--- config.mk ---
export PLATFORM = sky130hd
export DESIGN_NAME = f2q_vec_conv
export DESIGN_NICKNAME = d
export VERILOG_FILES = /design/src/rtl/f2q_pkg.sv /design/src/rtl/f2q_lane.sv /design/src/rtl/f2q_sticky.sv /design/src/rtl/f2q_vec_conv.sv
export SDC_FILE = /design/constraint.sdc
export NUM_CORES = 1
export LEC_CHECK = 0
export ABC_AREA = 1
export BUFFER_PORTS_ARGS = -buffer_cell sky130_fd_sc_hd__buf_2
export CAP_MARGIN = 25
export CORE_ASPECT_RATIO = 1.25
export CORE_MARGIN = 2
export CORE_UTILIZATION = 50
export CTS_BUF_LIST = sky130_fd_sc_hd__clkbuf_16
export DETAILED_ROUTE_END_ITERATION = 7
export GPL_TIMING_DRIVEN = 0
export PLACE_DENSITY_LB_ADDON = 0.1
export SYNTH_ARGS = -nofsm -noshare
export SYNTH_HDL_FRONTEND = slang
export SYNTH_SLANG_ARGS = --single-unit
--- constraint.sdc ---
create_clock -name clk -period 5.1 [get_ports clk]
set_input_delay 0.765 -clock clk [delete_from_list [all_inputs] [get_ports clk]]
set_output_delay 0.765 -clock clk [all_outputs]
set_load 0.005 [all_outputs]
--- src/rtl/f2q_pkg.sv ---
package f2q_pkg;
  localparam int unsigned FP_W   = 32;
  localparam int unsigned EXP_W  = 8;
  localparam int unsigned FRAC_W = 23;
  localparam int unsigned SH_W   = 5;
  localparam int signed   BIAS   = 127;
  localparam logic [FP_W-1:0] Q_MAX = 32'h7FFF_FFFF;
  localparam logic [FP_W-1:0] Q_MIN = 32'h8000_0000;

  typedef struct packed {
    logic [FP_W-1:0] val;
    logic            sat;
    logic            nan;
  } lane_res_t;

  // Scaling is an exponent add; the significand is then shifted into place.
  function automatic lane_res_t f2q_cvt(input logic [FP_W-1:0] f,
                                        input logic [SH_W-1:0] sh,
                                        input logic            nj);
    lane_res_t       r;
    logic            sgn;
    logic [EXP_W-1:0] ex;
    logic [FRAC_W-1:0] fr;
    logic [FRAC_W:0]  sig;
    logic signed [9:0] e;
    logic [4:0]       amt;
    logic [FP_W-1:0]  mag;
    sgn = f[FP_W-1];
    ex  = f[FP_W-2:FRAC_W];
    fr  = f[FRAC_W-1:0];
    sig = {(ex != '0), fr};
    e   = (ex == '0 ? 10'sd1 : signed'({2'b00, ex})) - 10'(BIAS)
          + signed'({5'b00000, sh});
    r   = '0;
    amt = '0;
    mag = '0;
    if (ex == '1) begin
      r.sat = 1'b1;
      if (fr != '0) r.nan = 1'b1;
      else          r.val = sgn ? Q_MIN : Q_MAX;
    end else if ((ex == '0 && nj) || sig == '0 || e < 0) begin
      r.val = '0;
    end else if (e >= 10'sd31) begin
      if (sgn && e == 10'sd31 && fr == '0) r.val = Q_MIN;
      else begin
        r.sat = 1'b1;
        r.val = sgn ? Q_MIN : Q_MAX;
      end
    end else begin
      if (e >= 10'sd23) begin
        amt = e[4:0] - 5'd23;
        mag = {8'b0, sig} << amt;
      end else begin
        amt = 5'd23 - e[4:0];
        mag = {8'b0, sig} >> amt;
      end
      r.val = sgn ? (~mag + 32'd1) : mag;
    end
    return r;
  endfunction
endpackage

--- src/rtl/f2q_lane.sv ---
module f2q_lane
  import f2q_pkg::*;
(
  input  logic [FP_W-1:0] f_i,
  input  logic [SH_W-1:0] sh_i,
  input  logic            nj_i,
  output logic [FP_W-1:0] q_o,
  output logic            sat_o
);
  lane_res_t res;
  logic      nan_w;

  always_comb begin
    res   = f2q_cvt(f_i, sh_i, nj_i);
    q_o   = res.val;
    sat_o = res.sat;
    nan_w = res.nan;
  end

  // A saturating, non-NaN lane must land on one of the two rails, matching sign
  always_comb begin
    if (sat_o && !nan_w)
      assert_rail_value_R3: assert ((f_i[FP_W-1] && q_o == Q_MIN) ||
                                    (!f_i[FP_W-1] && q_o == Q_MAX));
  end
endmodule

--- src/rtl/f2q_sticky.sv ---
module f2q_sticky (
  input  logic clk,
  input  logic rst_n,
  input  logic set_i,
  input  logic clr_i,
  output logic stk_o
);
  always_ff @(posedge clk) begin
    if (!rst_n)     stk_o <= 1'b0;
    else if (set_i) stk_o <= 1'b1;
    else if (clr_i) stk_o <= 1'b0;
  end

  assert_set_R9: assert property (@(posedge clk) disable iff (!rst_n)
    set_i |=> stk_o);
  assert_hold_R9: assert property (@(posedge clk) disable iff (!rst_n)
    (stk_o && !clr_i) |=> stk_o);
  assert_clear_R10: assert property (@(posedge clk) disable iff (!rst_n)
    (clr_i && !set_i) |=> !stk_o);
endmodule

--- src/rtl/f2q_vec_conv.sv ---
module f2q_vec_conv
  import f2q_pkg::*;
#(
  parameter int unsigned LANES = 4
) (
  input  logic                  clk,
  input  logic                  rst_n,
  input  logic                  in_vld,
  input  logic [LANES*FP_W-1:0] src_vec,
  input  logic [SH_W-1:0]       scale_imm,
  input  logic                  flush_den,
  input  logic                  sat_clr,
  output logic                  out_vld,
  output logic [LANES*FP_W-1:0] res_vec,
  output logic                  sat_sticky
);
  localparam int unsigned VEC_W = LANES * FP_W;

  logic [VEC_W-1:0] q_w;
  logic [LANES-1:0] lane_sat;
  logic             sat_event;

  // Lane 0 is the most significant word
  for (genvar i = 0; i < LANES; i++) begin : g_lane
    localparam int unsigned HI = VEC_W - 1 - i * FP_W;
    f2q_lane u_lane (
      .f_i  (src_vec[HI -: FP_W]),
      .sh_i (scale_imm),
      .nj_i (flush_den),
      .q_o  (q_w[HI -: FP_W]),
      .sat_o(lane_sat[i])
    );
  end

  assign sat_event = in_vld && (|lane_sat);

  always_ff @(posedge clk) begin
    if (!rst_n) begin
      out_vld <= 1'b0;
      res_vec <= '0;
    end else begin
      out_vld <= in_vld;
      if (in_vld) res_vec <= q_w;
    end
  end

  f2q_sticky u_sticky (
    .clk  (clk),
    .rst_n(rst_n),
    .set_i(sat_event),
    .clr_i(sat_clr),
    .stk_o(sat_sticky)
  );

  assert_latency_R8: assert property (@(posedge clk) disable iff (!rst_n)
    in_vld |=> out_vld);
  assert_idle_R8: assert property (@(posedge clk) disable iff (!rst_n)
    !in_vld |=> (!out_vld && $stable(res_vec)));
endmodule

* Word-level counts from Yosys, hierarchy flattened *
Index checks and enable logic that the tools add are counted.
Widths: inputs -> output; s select.

storage, ports and cells
  input bits = 138
  register bits after elaboration = 130
  word-level logic and storage cells = 160

operators by class
  bitwise gates (word level) = 4
  mux-type cells = 62
  reductions and logical operators = 43
  order comparisons = 12
  shift-type cells = 8
  add/sub/neg operators = 20
  equal/unequal tests = 8

operator list
  operator               number
  $mux 32                40
  $mux 33                4
  $add 32x1->32 const B  4
  $not 32->32            4
  $shl 24x5->32          4
  $shr 24x5->32          4
  $logic_not 24->1       4
  $logic_not 23->1       4
  $reduce_bool 23->1     4
  $ge 10x6->1 const B    8
  $add 10x6->10          4
  $eq 10x6->1 const B    4
  $lt 10x1->1 const B    4
  $sub 10x8->10 const B  4
  $eq 8x8->1 const B     4
  $logic_not 8->1        4
  $mux 8                 4
  $reduce_bool 8->1      4
  $sub 5x5->5 const A    4
  $sub 5x5->5 const B    4
  $mux 1                 14
  $logic_and 1x1->1      13
  $logic_or 1x1->1       8
  $reduce_or 4->1        1
  $reduce_bool 2->1      1

* Longest topological paths before layout *
  depth in word-level cells = 19
  depth in mapped cells = 36
  gate-level depth less buffers = 34

* Modules after synthesis *
From an unflattened synthesis, not the netlist that was laid out.

unflattened totals
  cells, all modules = 5006
  area total of the unflattened synthesis = 25383.1 µm²

modules (own cells, without submodules)
  module                        area an instance (µm²)  cells an instance  times used
  f2q_lane at g_lane[3].u_lane  5340.1                  1146               1
  f2q_lane at g_lane[1].u_lane  5096.1                  1097               1
  f2q_lane at g_lane[0].u_lane  5051.1                  1105               1
  f2q_lane at g_lane[2].u_lane  5002.3                  1091               1
  f2q_vec_conv                  4849.7                  561                1
  f2q_sticky                    43.8                    6                  1

* Least setup slack after synthesis *
Ideal clock, no wire load.

  kind = input-to-reg
  start point = in src_vec[28]
  end point = reg res_vec[30]
  buffers on the path = 3
  setup slack = 0.225 ns
  stages = 34
  arrival time = 4.747 ns
  library setup time = 0.128 ns
  cell sequence = nor2_1 nand2_1 nor2_1 nor2_1 ha_1 fa_1 inv_2 clkbuf_1 ha_1 buf_2 clkinv_1 clkbuf_1 nand3_1 nor2_1 nand2_1 nor2_1 nand3_1 nand2_1 inv_1 ha_1 inv_1 nor2_1 nand2_1 inv_2 nand2_1 inv_2 nand2_1 inv_2 nand2_1 nand2_1 nand2_1 nand3_1 nand2_1 a21oi_1

on the way
  word-level cells in the longest chain between the ends = 16
  elaborated cells on any way between the ends = 31

ends and longest elaborated chain
  what                                                   RTL line                      RTL
  start, declared                                        f2q_vec_conv.sv:9             input logic [LANES*FP_W-1:0] src_vec,
  $logic_not 8->1                                        f2q_pkg.sv:32, f2q_pkg.sv:41
  $mux 8                                                 f2q_pkg.sv:32                 e = (ex == '0 ? 10'sd1 : signed'({2'b00, ex})) - 10'(BIAS)
  $sub 10x8->10                                          f2q_pkg.sv:32
  $add 10x6->10                                          f2q_pkg.sv:33                 + signed'({5'b00000, sh});
  $sub 5x5->5, on equally long branches                  f2q_pkg.sv:54, f2q_pkg.sv:51
  $shr 24x5->32 / $shl 24x5->32 (equally long branches)  f2q_pkg.sv:55, f2q_pkg.sv:52
  $mux 32                                                f2q_pkg.sv:50                 if (e >= 10'sd23) begin
  $mux 32                                                f2q_pkg.sv:43                 end else if (e >= 10'sd31) begin
  $mux 32                                                f2q_pkg.sv:41                 end else if ((ex == '0 && nj) || sig == '0 || e < 0) begin
  $mux 32                                                f2q_pkg.sv:37                 if (ex == '1) begin
  $not 32->32                                            f2q_pkg.sv:57                 r.val = sgn ? (~mag + 32'd1) : mag;
  $add 32x1->32                                          f2q_pkg.sv:57
  $mux 32                                                f2q_pkg.sv:57
  $mux 32                                                f2q_pkg.sv:43
  $mux 32                                                f2q_pkg.sv:41
  $mux 33 (*)                                            f2q_pkg.sv:37
  end signal, assigned                                   f2q_vec_conv.sv:43            if (in_vld) res_vec <= q_w;
  end, declared                                          f2q_vec_conv.sv:14            output logic [LANES*FP_W-1:0] res_vec,

Mark *: on every way between the ends. The rest lies on a longest branch, timed or not. The select of a mux whose other input is x is not followed.
A chain may end at the register's enable or synchronous reset.

* Worst setup path in the final report *
  start point = in scale_imm[1]
  end point = reg res_vec[113]

on the way
  word-level cells in the longest chain between the ends = 13
  elaborated cells on any way between the ends = 23

ends and longest elaborated chain
  what                                                   RTL line                      RTL
  start, declared                                        f2q_vec_conv.sv:10            input logic [SH_W-1:0] scale_imm,
  $add 10x6->10 (*)                                      f2q_pkg.sv:33
  $sub 5x5->5, on equally long branches                  f2q_pkg.sv:54, f2q_pkg.sv:51
  $shr 24x5->32 / $shl 24x5->32 (equally long branches)  f2q_pkg.sv:55, f2q_pkg.sv:52
  $mux 32                                                f2q_pkg.sv:50
  $mux 32                                                f2q_pkg.sv:43
  $mux 32                                                f2q_pkg.sv:41
  $mux 32                                                f2q_pkg.sv:37
  $not 32->32                                            f2q_pkg.sv:57
  $add 32x1->32                                          f2q_pkg.sv:57
  $mux 32                                                f2q_pkg.sv:57
  $mux 32                                                f2q_pkg.sv:43
  $mux 32 (*)                                            f2q_pkg.sv:41
  $mux 33 (*)                                            f2q_pkg.sv:37

Marked as above.

==> summary.txt <==
Status: completed
Hold crit path type: register to register
Crit end category: register
Die Ht: 247 um
Vias/cell: 5.70
Post-synth EDFFs: 0
GR Util All Layers: 41.5%
Final hold vios: 0
DRC viols: 0
CP required: 5.47 ns
CP max stage delay: 0.58 ns
Area contributors post-synth: nand2_1, nand3_1, dfxtp_1
Post-Synthesis Cells: 4799
DRT iter0 DRCs: 2498
Tcrit/Tclk final: 96.1%
Largest net degree at the start of global routing: 20
Routed len/inst: 18.1 um
Die area: 0.0490 mm^2
Critical path's top delay family: simple AND/OR/NAND/NOR gates
Pint: 3.92 mW
I/O Buffers: 262
Worst-Margin Slew: 1.01 ns
Seq pwr share: 12.7%
Synth Area in Compound Gates: 16.1%
Clk_lat worst skew: 0.44 ns
Largest family of logic cells by synthesized area: simple AND/OR/NAND/NOR gates
CTS root buf: clkbuf_16
Clk pin slew, worst setup/hold paths: 0.06 ns
Post-synthesis xor/xnor area fraction: 0.0371%
Simple-gate share of the synthesized area: 59.1%
Comb pwr share: 73.1%
Post-synth top flop: dfxtp_1
Nets: 5262
ANT nets after route: 0
Final Wtd Congestion: 1.05
Post-layout util: 57.1%
Initial antenna violation count: 6
Post-synth net total: 4969
Final WL: 104000 um
Max transition margin: 31.6%
End of the critical path: res_vec[113]
YS warnings: 0
Vias in the first global route: 29900
Switching Share: 57.6%
Mapped Area: 0.0236 mm^2
Leak: 14.5 nW
# setup viols final: 0
Max clock buf depth: 2
Core area: 0.0470 mm^2
Worst vdd ir: 0.248 mV
Mux contribution to synthesized area: 0%
Power density cells: 344 mW/mm^2
Max Freq: 204 MHz
Synthesized flop and latch total: 130
Width of the die: 198 um
Max capacitance violation total: 0
Share of post-route cells with drive strength above 1: 14.2%
NetSw: 5.32 mW
Num rows: 89
CP Depth: 29
Yosys top cell by area: nand2_1
Area Growth Syn to Fin: 13.5%
Async SR Flop Fraction: 0%
Number of CTS-inserted buffers: 17
Initial Utilization: 50.3%
Crit path from: scale_imm[1]
Worst r2r path cells: 2
H-Tree Level Count: 4
Clock power share: 14.2%
Post-Synth Adder-Cell Area: 1.82%
Synth top area share: 30.0%
Sequential-to-total area share from yosys stat: 11.0%
IO Pins: 268
CP max-delay cell: fa_1
Worst reg2reg setup slack: 4.28 ns
Worst-path maximum fanout: 10
DP HPWL: 85000 um
Clock sinks: 130
RR Endpoint: res_vec[125]
CTS tree: yes
Clock Skew: 0 ns
FF-to-FF Start: res_vec[125]
Pins Over Slew Limit: 0
GR Overflow Total: 0
Final min period: 4.90 ns
Hold_ws: 0.495 ns
Critical path class: input port to register
CP most frequent cell: nand2_1
First-pass GRT wire length: 160000 um
Crit start category: input port
Critical path arrival: 5.27 ns
Yosys cell types: 55
WP buf/inv: 9
Syn Area/Cell: 4.92 um^2
DRT Pass-1 Iters: 7
Vias: 32700
power groups by stage:
stage / logic, mW / registers (mW) / clock network [mW]
after detailed placement: 6.37 / 1.19 / 0
after CTS: 6.43 / 1.17 / 1.31
after floorplan: 4.65 / 1.17 / 0
after global routing: 7.47 / 1.18 / 1.36
after global placement: 6.36 / 1.19 / 0
final: 6.75 / 1.17 / 1.31
kinds of logic (layout without fill, tap and decap cells):
kind of cell | Yosys count | after routing
fa+ha+maj | 32 | 32
simple gates | 3264 | 3264
buf+inv | 647 | 953
xor+xnor | 1 | 1
compound gates | 725 | 725
flops | 130 | 130
other cells | 0 | 5
metrics by stage:
step | power [mW] | std cells | cell area [um^2] | TNS [ns] | setup slack (ns)
after global placement | 7.55 | 5698 | 25700 | -95.95 | -1.36
after floorplan | 5.83 | 4799 | 23600 | 0 | 0.225
final | 9.23 | 5747 | 26800 | 0 | 0.198
after CTS | 8.90 | 5736 | 26500 | 0 | 0.00209
after global routing | 10.0 | 5744 | 26800 | -0.0307 | -0.0102
after detailed placement | 7.56 | 5698 | 25700 | -95.21 | -1.34
layout by cell type, fill, tap and decap left out, types with 5 or more instances in the layout:
cell,netlist,final
clkbuf_2,0,9
or2_2,15,15
inv_1,321,317
or2_1,7,7
ha_1,28,25
nand3_2,13,21
nor4_1,14,14
diode_2,0,5
nand4_1,62,62
buf_4,24,39
clkbuf_16,0,17
a21oi_1,216,216
o21ai_0,398,379
o21ai_2,3,15
buf_6,25,30
buf_2,89,349
and2_1,5,5
nand3b_1,9,9
inv_2,49,49
clkbuf_1,110,94
nor2_1,442,427
nand2_4,11,11
o211ai_1,29,29
nor2_2,31,35
nand2_1,1888,1880
nor2_4,10,21
buf_1,23,20
o21ai_1,58,62
nand2_2,57,65
dfxtp_1,130,130
nor3_1,27,27
inv_6,0,6
nand3_1,663,654
Yosys cell counts (3+ instances only):
library cell / instances
nand2_1: 1888
dfxtp_1: 130
o21ai_0: 398
a21oi_1: 216
and2_1: 5
buf_2: 89
or2_1: 7
nor2_4: 10
nand3_2: 13
nor2_1: 442
nand4_1: 62
nand2_2: 57
fa_1: 4
o211ai_1: 29
buf_6: 25
inv_1: 321
nand3_1: 663
buf_1: 23
ha_1: 28
nor3_1: 27
nand3b_1: 9
nor2_2: 31
o21a_1: 3
clkinv_1: 5
inv_2: 49
o21ai_1: 58
nor4_1: 14
nand2_4: 11
buf_4: 24
or2_2: 15
o21ai_2: 3
clkbuf_1: 110
a21oi_2: 3
routing by layer:
layer / track usage [%] / part of all wire (%) / wire length [um]
met1: 45.1 / 37 / 38500
met2: 69.5 / 46 / 47500
met3: 8.47 / 8.0 / 8260
met4: 34.8 / 9.2 / 9610
met5: 0 / 0 / 0
final cells by class:
type / count / area [um^2]
Antenna cell: 5 / 12.5
Timing Repair Buffer: 276 / 1420
Multi-Input combinational cell: 4022 / 18500
Fill cell: 5417 / 20200
Buffer: 269 / 1460
Clock buffer: 17 / 425
Clock inverter: 15 / 191
Inverter: 376 / 1430
Tap cell: 637 / 797
Sequential cell: 130 / 2600
worst min-delay path by stage:
stage               cells after the start             end           start  slack [ns]
finish                                  1  u_sticky.stk_o  u_sticky.stk_o        0.50
global placement                        1  u_sticky.stk_o  u_sticky.stk_o        0.47
detailed placement                      1  u_sticky.stk_o  u_sticky.stk_o        0.48
floorplan                               1  u_sticky.stk_o  u_sticky.stk_o        0.49
CTS                                     1  u_sticky.stk_o  u_sticky.stk_o        0.50
global route                            2     res_vec[30]     res_vec[30]        0.54
sequential cells by signal, summed over array words and instances (netlist names):
register	flops
res_vec	128
out_vld	1
u_sticky.stk_o	1
timing repair:
action | 4_1_cts | 5_1_grt
resized for setup | 38 | 104
pin swaps | 4 | 9
hold buffers | 0 | 0
setup buffers | 8 | 6
setup endpoints to repair | 111 | 100
Power figures use the tool's default switching activity.
